File: config.mk
export PLATFORM = sky130hd
export DESIGN_NAME = acc_viol_monitor
export DESIGN_NICKNAME = d
export VERILOG_FILES = /design/src/rtl/avm_pkg.sv /design/src/rtl/avm_classify.sv /design/src/rtl/avm_flag.sv /design/src/rtl/avm_capture.sv /design/src/rtl/acc_viol_monitor.sv
export SDC_FILE = /design/constraint.sdc
export NUM_CORES = 1
export LEC_CHECK = 0
export BUFFER_PORTS_ARGS = -buffer_cell sky130_fd_sc_hd__clkbuf_2
export CAP_MARGIN = 20
export CORE_ASPECT_RATIO = 1.2
export CORE_MARGIN = 4
export CORE_UTILIZATION = 45
export DETAILED_ROUTE_END_ITERATION = 12
export GPL_ROUTABILITY_DRIVEN = 0
export PLACE_DENSITY = 0.78
export SLEW_MARGIN = 20
export SYNTH_ARGS = -nofsm -noshare
export SYNTH_HDL_FRONTEND = slang
export SYNTH_SLANG_ARGS = --single-unit
File: constraint.sdc
create_clock -name clk -period 1.7 [get_ports clk]
set_input_delay 0.17 -clock clk [delete_from_list [all_inputs] [get_ports clk]]
set_output_delay 0.17 -clock clk [all_outputs]
set_load 0.005 [all_outputs]
File: src/rtl/avm_pkg.sv
// Package: shared types and field positions for the access violation monitor.
// Assumes a 32-bit status word and offsets of at most 16 bits.
package avm_pkg;
    localparam int STAT_W = 32;
    localparam int OFFS_W = 16;

    typedef enum logic [1:0] {
        SWE_RD_WO    = 2'd0,
        SWE_WR_RO    = 2'd1,
        SWE_UNDEF    = 2'd2,
        SWE_LATE_CFG = 2'd3
    } swe_type_e;

    // Positions of the single-bit flags in the status word.
    localparam int B_WPV = 0;
    localparam int B_CGD = 1;
    localparam int B_SEQ = 2;
    localparam int B_SWE = 3;
    localparam int B_CLS = 31;
endpackage

File: src/rtl/avm_classify.sv
// Module: avm_classify
// Combinationally classifies one bus access into a software error type.
// Assumes the decode qualifiers are valid in the same cycle as the strobes.
// When several types apply, the higher code wins.
module avm_classify
    import avm_pkg::*;
(
    input  logic      acc_rd,
    input  logic      acc_wr,
    input  logic      is_ro,
    input  logic      is_wo,
    input  logic      is_undef,
    input  logic      is_cfg,
    input  logic      periph_en,
    input  logic      mem_live,
    output logic      swe_evt,
    output swe_type_e swe_type
);
    // Priority pick of the error type for the current access.
    always_comb begin
        swe_evt  = 1'b1;
        swe_type = SWE_RD_WO;
        if (acc_wr && is_cfg && mem_live)
            swe_type = SWE_LATE_CFG;
        else if ((acc_rd || acc_wr) && is_undef)
            swe_type = SWE_UNDEF;
        else if (acc_wr && is_ro && periph_en)
            swe_type = SWE_WR_RO;
        else if (acc_rd && is_wo)
            swe_type = SWE_RD_WO;
        else
            swe_evt = 1'b0;
    end
endmodule

File: src/rtl/avm_flag.sv
// Module: avm_flag
// Sticky single-bit flag. A clear request is applied first, and an event in
// the same cycle then sets the flag, so the event is not lost.
module avm_flag (
    input  logic clk,
    input  logic rst_n,
    input  logic clr,
    input  logic evt,
    output logic flag
);
    // Hold, clear on read, set on event.
    always_ff @(posedge clk) begin
        if (!rst_n) flag <= 1'b0;
        else        flag <= (flag && !clr) || evt;
    end
endmodule

File: src/rtl/avm_capture.sv
// Module: avm_capture
// Field that keeps the data of the first event since the last clear.
// Assumes `held` is the sticky flag that belongs to this field.
module avm_capture #(
    parameter int W = 16
) (
    input  logic         clk,
    input  logic         rst_n,
    input  logic         clr,
    input  logic         held,
    input  logic         evt,
    input  logic [W-1:0] din,
    output logic [W-1:0] q
);
    // Load on the first event; otherwise zero on clear, else hold.
    always_ff @(posedge clk) begin
        if (!rst_n)                     q <= '0;
        else if (evt && (!held || clr)) q <= din;
        else if (clr)                   q <= '0;
    end
endmodule

File: src/rtl/acc_viol_monitor.sv
// Module: acc_viol_monitor (top)
// Watches register bus accesses and records software errors, protected-write
// violations, a sequencer fault and a clock glitch in one clear-on-read status
// word at STAT_ADDR. Assumes ADDR_W <= 16 and single-cycle access strobes.
module acc_viol_monitor
    import avm_pkg::*;
#(
    parameter int          ADDR_W    = 16,
    parameter logic [15:0] STAT_ADDR = 16'h00E8
) (
    input  logic              clk,
    input  logic              rst_n,
    input  logic [ADDR_W-1:0] bus_addr,
    input  logic              bus_rd,
    input  logic              bus_wr,
    output logic [31:0]       bus_rdata,
    input  logic              dec_ro,
    input  logic              dec_wo,
    input  logic              dec_undef,
    input  logic              dec_cfg,
    input  logic              dec_prot,
    input  logic              prot_en,
    input  logic              periph_en,
    input  logic              mem_live,
    input  logic              seq_fault,
    input  logic              clk_glitch
);
    localparam int NFLAG = 4;

    logic              stat_rd;
    logic              swe_evt;
    swe_type_e         swe_type;
    logic              wpv_evt;
    logic [NFLAG-1:0]  evt_vec;
    logic [NFLAG-1:0]  flags;
    logic [1:0]        type_q;
    logic [OFFS_W-1:0] offs_q;
    logic [STAT_W-1:0] status_word;

    // Status read strobe: it clears every field at the closing edge.
    always_comb stat_rd = bus_rd && (OFFS_W'(bus_addr) == STAT_ADDR);

    // Protected write while protection is armed.
    always_comb wpv_evt = bus_wr && dec_prot && prot_en;

    avm_classify i_classify (
        .acc_rd    (bus_rd),
        .acc_wr    (bus_wr),
        .is_ro     (dec_ro),
        .is_wo     (dec_wo),
        .is_undef  (dec_undef),
        .is_cfg    (dec_cfg),
        .periph_en (periph_en),
        .mem_live  (mem_live),
        .swe_evt   (swe_evt),
        .swe_type  (swe_type)
    );

    // Gather the event sources in flag-bit order.
    always_comb begin
        evt_vec        = '0;
        evt_vec[B_WPV] = wpv_evt;
        evt_vec[B_CGD] = clk_glitch;
        evt_vec[B_SEQ] = seq_fault;
        evt_vec[B_SWE] = swe_evt;
    end

    for (genvar g = 0; g < NFLAG; g++) begin : g_flag
        avm_flag i_flag (
            .clk   (clk),
            .rst_n (rst_n),
            .clr   (stat_rd),
            .evt   (evt_vec[g]),
            .flag  (flags[g])
        );
    end

    avm_capture #(.W(2)) i_type_cap (
        .clk   (clk),
        .rst_n (rst_n),
        .clr   (stat_rd),
        .held  (flags[B_SWE]),
        .evt   (swe_evt),
        .din   (swe_type),
        .q     (type_q)
    );

    avm_capture #(.W(OFFS_W)) i_offs_cap (
        .clk   (clk),
        .rst_n (rst_n),
        .clr   (stat_rd),
        .held  (flags[B_WPV]),
        .evt   (wpv_evt),
        .din   (OFFS_W'(bus_addr)),
        .q     (offs_q)
    );

    // Pack the status word; the class follows from the held type.
    always_comb begin
        status_word        = '0;
        status_word[3:0]   = flags;
        status_word[23:8]  = offs_q;
        status_word[25:24] = type_q;
        status_word[B_CLS] = flags[B_SWE] && (type_q == SWE_LATE_CFG);
    end

    // Read data: the status word on a status read, zero otherwise.
    always_comb bus_rdata = stat_rd ? status_word : '0;
endmodule

Word-level counts from Yosys, hierarchy flattened
Cells that the tools add are included.
- equality and inequality tests: 2
- mux-type cells: 12
- reductions and logical operators: 28
- operators with widths (operator ; count):
    two-way mux 16 bit ; 2
    two-way mux 32 bit ; 1
    == test 16 x 8 -> 1 bit (second input constant) ; 1
    logical AND 1 bit ; 16
    two-way mux 2 bit ; 4
    logical OR 1 bit ; 7
    two-way mux 1 bit ; 5
    nonzero test 2 bit ; 2
    zero test 1 bit ; 3
    == test 2 bit (second input constant) ; 1
- register bits after elaboration: 22
- input port bits: 30
- output and inout bits: 32
- word-level logic and storage cells: 48

Depth between registers and ports, before layout
- depth after elaboration: 7
- depth in mapped cells: 6
- mapped depth without buffers: 4

By module
From an unflattened synthesis, not the netlist that was laid out.
- cell total of the unflattened synthesis: 149
- area total of the unflattened synthesis: 1315.0 sq um
- modules (own cells, without submodules) (module ; times used ; cells each ; area an instance (sq um) ; sequential area each (sq um)):
    avm_capture at i_offs_cap ; 1 ; 72 ; 684.4 ; 320.3
    acc_viol_monitor ; 1 ; 46 ; 335.3 ; 0.0
    avm_flag ; 4 ; 3 ; 41.3 ; 20.0
    avm_capture at i_type_cap ; 1 ; 11 ; 83.8 ; 40.0
    avm_classify ; 1 ; 8 ; 46.3 ; 0.0

Worst setup path after synthesis
Ideal clock, no wire load.
- path type: input to output
- start: input bus_addr[12]
- end: output bus_rdata[10]
- arrival time: 1.169 ns
- required time: 1.530 ns
- path slack: 0.361 ns
- stages on the path: 5
- buffers on the path: 1
- path through: nor4b_4 > nand3_1 > nor3b_2 > clkbuf_1 > and2_1
- longest elaborated chain between the ends: 3
- ends and longest elaborated chain (element ; line ; source):
    from (decl) ; acc_viol_monitor.sv:13 ; input logic [ADDR_W-1:0] bus_addr,
    == test 16 x 8 -> 1 bit ; acc_viol_monitor.sv:41 ; always_comb stat_rd = bus_rd && (OFFS_W'(bus_addr) == STAT_ADDR);
    logical AND 1 bit ; acc_viol_monitor.sv:41 ;
    two-way mux 32 bit ; acc_viol_monitor.sv:108 ; always_comb bus_rdata = stat_rd ? status_word : '0;
    to (decl) ; acc_viol_monitor.sv:16 ; output logic [31:0] bus_rdata,
No other way between the ends.

Worst setup path after layout
- start: input bus_addr[12]
- end: output bus_rdata[31]
Same word-level chain as after synthesis.

==> Flow_metrics.wiki <==
{| class="wikitable"
! Metric !! Value
|-
| RSZ-0062 raised after global routing || no
|-
| Worst reg-to-reg path cell count || 3
|-
| DRC violations left || 0
|-
| Global-route wire length before repair || 5.09 mm
|-
| Netlist area before placement || 1270 um^2
|-
| Number of buffers on the longest clock path || 2
|-
| Slowest cell on the critical path || sky130_fd_sc_hd__nor4b_4
|-
| Crit path DAT || 1.41 ns
|-
| Startpoint of the worst-slack reg-to-reg timing path || g_flag[0].i_flag.flag
|-
| Tightest hold margin || 0.0808 ns
|-
| Pin slew with the least headroom to its limit || 0.757 ns
|-
| Worst vdd ir || 0.390 mV
|-
| Number of gates given a new drive strength after cts || 0
|-
| Largest net degree at the start of global routing || 35
|-
| Number of enable-type register cells in the synthesized netlist || 0
|-
| Leading cell type in the layout, fill and taps excluded || sky130_fd_sc_hd__clkbuf_2
|-
| DRT Pass-1 Iters || 4
|-
| Number of instances in the synthesized netlist || 151
|-
| Cell repeated most along the worst path || sky130_fd_sc_hd__clkbuf_2
|-
| Area grow syn2layout || 21.7%
|-
| GR Util met3 || 3.13%
|-
| Total Routed Length || 3.11 mm
|-
| Cell internal pwr || 733 uW
|-
| Highest Clock Rate || 0.635 GHz
|-
| Average routed wire per standard cell || 13.2 um
|-
| I/O pin count || 62
|-
| Leading cell types in the layout, fill and taps excluded || sky130_fd_sc_hd__clkbuf_2 (52), sky130_fd_sc_hd__nand2_1 (34), sky130_fd_sc_hd__and2_1 (23)
|-
| Depth of the worst hold-timing path || 3
|-
| Root buffer cell || sky130_fd_sc_hd__clkbuf_4
|-
| # setup viols final || 0
|-
| Clock sink count || 22
|-
| Min cycle time layout || 1.58 ns
|-
| Static Leak || 0.731 nW
|-
| Launching element type of the critical path || input pin
|-
| Fraction of registers with async set or reset after synthesis || 0%
|-
| Number of levels in the clock H-tree || 1
|-
| Reg-to-reg critical path endpoint || i_offs_cap.q[0]
|-
| Worst Min Path Start || seq_fault
|-
| Terminating pin of the worst hold path || g_flag[2].i_flag.flag
|-
| Number of different library cells in the post-synthesis netlist || 26
|-
| Number of hold buffers added after cts || 0
|-
| Tightest Hold Check Type || in2reg
|-
| Initial core utilization || 48.5%
|-
| Setup skew after layout || 0.00191 ns
|-
| Sequential fraction of design power || 55.9%
|-
| Fraction of final layout cells sized beyond drive strength 1 || 37.6%
|-
| Area of the placeable core || 2630 um^2
|-
| Critical path's largest stage delay || 0.32 ns
|-
| GRT Util Overall || 17.0%
|-
| Total number of nets in the final design || 233
|-
| Final hold viol count || 0
|-
| Total Die Area || 3750 um^2
|-
| Clock insertion delay at the later pin of the skew report || 0.31 ns
|-
| Proportion of synthesized chip area in sequential cells || 34.6%
|-
| Number of antenna violations at the first check in global routing || 0
|-
| Endpoint type of the worst setup path || output pin
|-
| Busiest grt layer || met2
|-
| Floorplan die height || 66.3 um
|-
| Max-slew violations || 0
|-
| Total vias in the final route || 1216
|-
| Yosys warning total || 0
|-
| Met2 layer usage reported by global route || 34.8%
|-
| Pwr Density || 635 nW/um^2
|-
| Cell Count, Final, Fillers Out || 235
|-
| Synthesized area divided by synthesized cell count || 8.44 um^2
|-
| Setup Fix Bufs, Post-CTS || 0
|-
| DRC marker count from the first detailed-route iteration || 22
|-
| Met1 Resource Use GR || 15.8%
|-
| Number of maximum-capacitance violations || 0
|-
| Data required time at the worst endpoint || 1.53 ns
|-
| Worst-case headroom to the max-slew limit || 49.6%
|-
| GRT overflow || 0
|-
| Maximum net fanout on the critical path || 11
|-
| Number of clock buffers inserted by TritonCTS || 3
|-
| Switching power of the nets || 252 uW
|-
| Post-placement setup slack || 0.0323 ns
|-
| Number of cell rows || 20
|-
| Port bufs || 52
|-
| Portion of total power attributed to combinational logic || 14.6%
|-
| Period Utilization, post-route || 92.7%
|-
| Clock network fraction of total power || 29.4%
|-
| Fraction of power spent switching nets || 25.6%
|-
| Post-DRT Antenna Nets || 0
|-
| Worst-path clk slew || 0.12 ns
|-
| Final worst-path setup slack || 0.124 ns
|-
| Crit path from || bus_addr[12]
|-
| Post-synthesis sequential element count || 22
|-
| Register-to-register path setup slack || 0.17 ns
|-
| CP Class || in2out
|-
| Horizontal extent of the die || 56.6 um
|-
| Top_reg_cell synth || sky130_fd_sc_hd__dfxtp_1
|-
| Summed negative setup slack over all endpoints || 0 ns
|-
| Dpl cells || 231
|-
| Post-layout power || 985 uW
|-
| Area post-placement || 1510 um^2
|-
| Vias per std cell || 5.17
|-
| Number of inserted filler cells in the final layout || 244
|-
| Final core utilization || 59.0%
|-
| # diodes || 0
|-
| Clock tree from TritonCTS || yes
|-
| Sequence of cells on the critical path || clkbuf_2, nor4b_4, nand3_1, nor3b_2, buf_4, and4_1, clkbuf_2
|-
| Final design instance area without fill || 1550 um^2
|-
| HPWL reported at the end of detailed placement || 2.43 mm
|-
| Run status || completed
|-
| Via count of the first global-routing pass || 1250
|}
[cell type report]
class                           count  area [um^2]  area share [%]
Multi-Input combinational cell    117          727            46.9
Sequential cell                    22          440            28.4
Timing Repair Buffer               57          298            19.2
Tap cell                           33         41.3            2.66
Clock buffer                        4         36.3            2.34
Inverter                            2         7.51           0.484
[cell usage after synthesis, types with 2 or more instances]
cell type                  number  area share, %
sky130_fd_sc_hd__o22ai_2       11             11
sky130_fd_sc_hd__nand3_1        4            1.6
sky130_fd_sc_hd__nand2_1       34             10
sky130_fd_sc_hd__inv_1          2           0.59
sky130_fd_sc_hd__dfxtp_1       22             35
sky130_fd_sc_hd__and3_1         3            1.5
sky130_fd_sc_hd__o21ai_0        6            2.4
sky130_fd_sc_hd__clkbuf_1       6            1.8
sky130_fd_sc_hd__o22ai_1        6            2.9
sky130_fd_sc_hd__buf_4         10            5.9
sky130_fd_sc_hd__a21boi_0       5            2.9
sky130_fd_sc_hd__and2_1        23             11
sky130_fd_sc_hd__nor2_1         5            1.5
sky130_fd_sc_hd__a32o_1         2            1.6
[worst max-delay path, delay by kind of cell]
family | cells | cell delay [ns]
and+or+nand+nor | 4 | 0.83
buffers and inverters | 3 | 0.41
[metal layers]
layer,wire length [um],share of wire [%],up-vias
met5,0,0,-
met4,57,1.8,0
met3,189,6.1,6
met2,1730,55,34
met1,1140,37,569
li1,-,-,607
[power by group through the flow]
stage / Sequential (mW) / Clock (mW) / Combinational, mW
finish: 0.551 / 0.290 / 0.144
CTS: 0.551 / 0.298 / 0.144
global route: 0.554 / 0.317 / 0.160
floorplan: 0.558 / 0 / 0.106
global placement: 0.561 / 0 / 0.136
detailed placement: 0.562 / 0 / 0.143
[how the worst max path moves through the flow]
stage	depth (start not counted)	slack, ns	to
3_5_place_dp	5	0.03	i_offs_cap.q[0]
2_1_floorplan	5	0.36	bus_rdata[10]
3_3_place_gp	5	0.13	i_offs_cap.q[3]
5_1_grt	7	0.02	bus_rdata[31]
4_1_cts	7	0.11	bus_rdata[31]
6_report	7	0.12	bus_rdata[31]
[sequential cells by signal (all words and copies together), names as in the netlist]
signal / count
i_offs_cap.q: 16
g_flag.i_flag.flag: 4
i_type_cap.q: 2
[cells by family (layout without fill, tap and decap cells)]
family	count (synthesis)	in the layout	share of synthesized area, %
AOI/OAI and AO/OA	33	33	22.9
buffers and inverters	20	63	10.7
DFF	22	22	34.6
other	1	9	0.294
and+or+nand+nor	75	75	31.5
No activity file was read; power rests on OpenSTA's default activity.
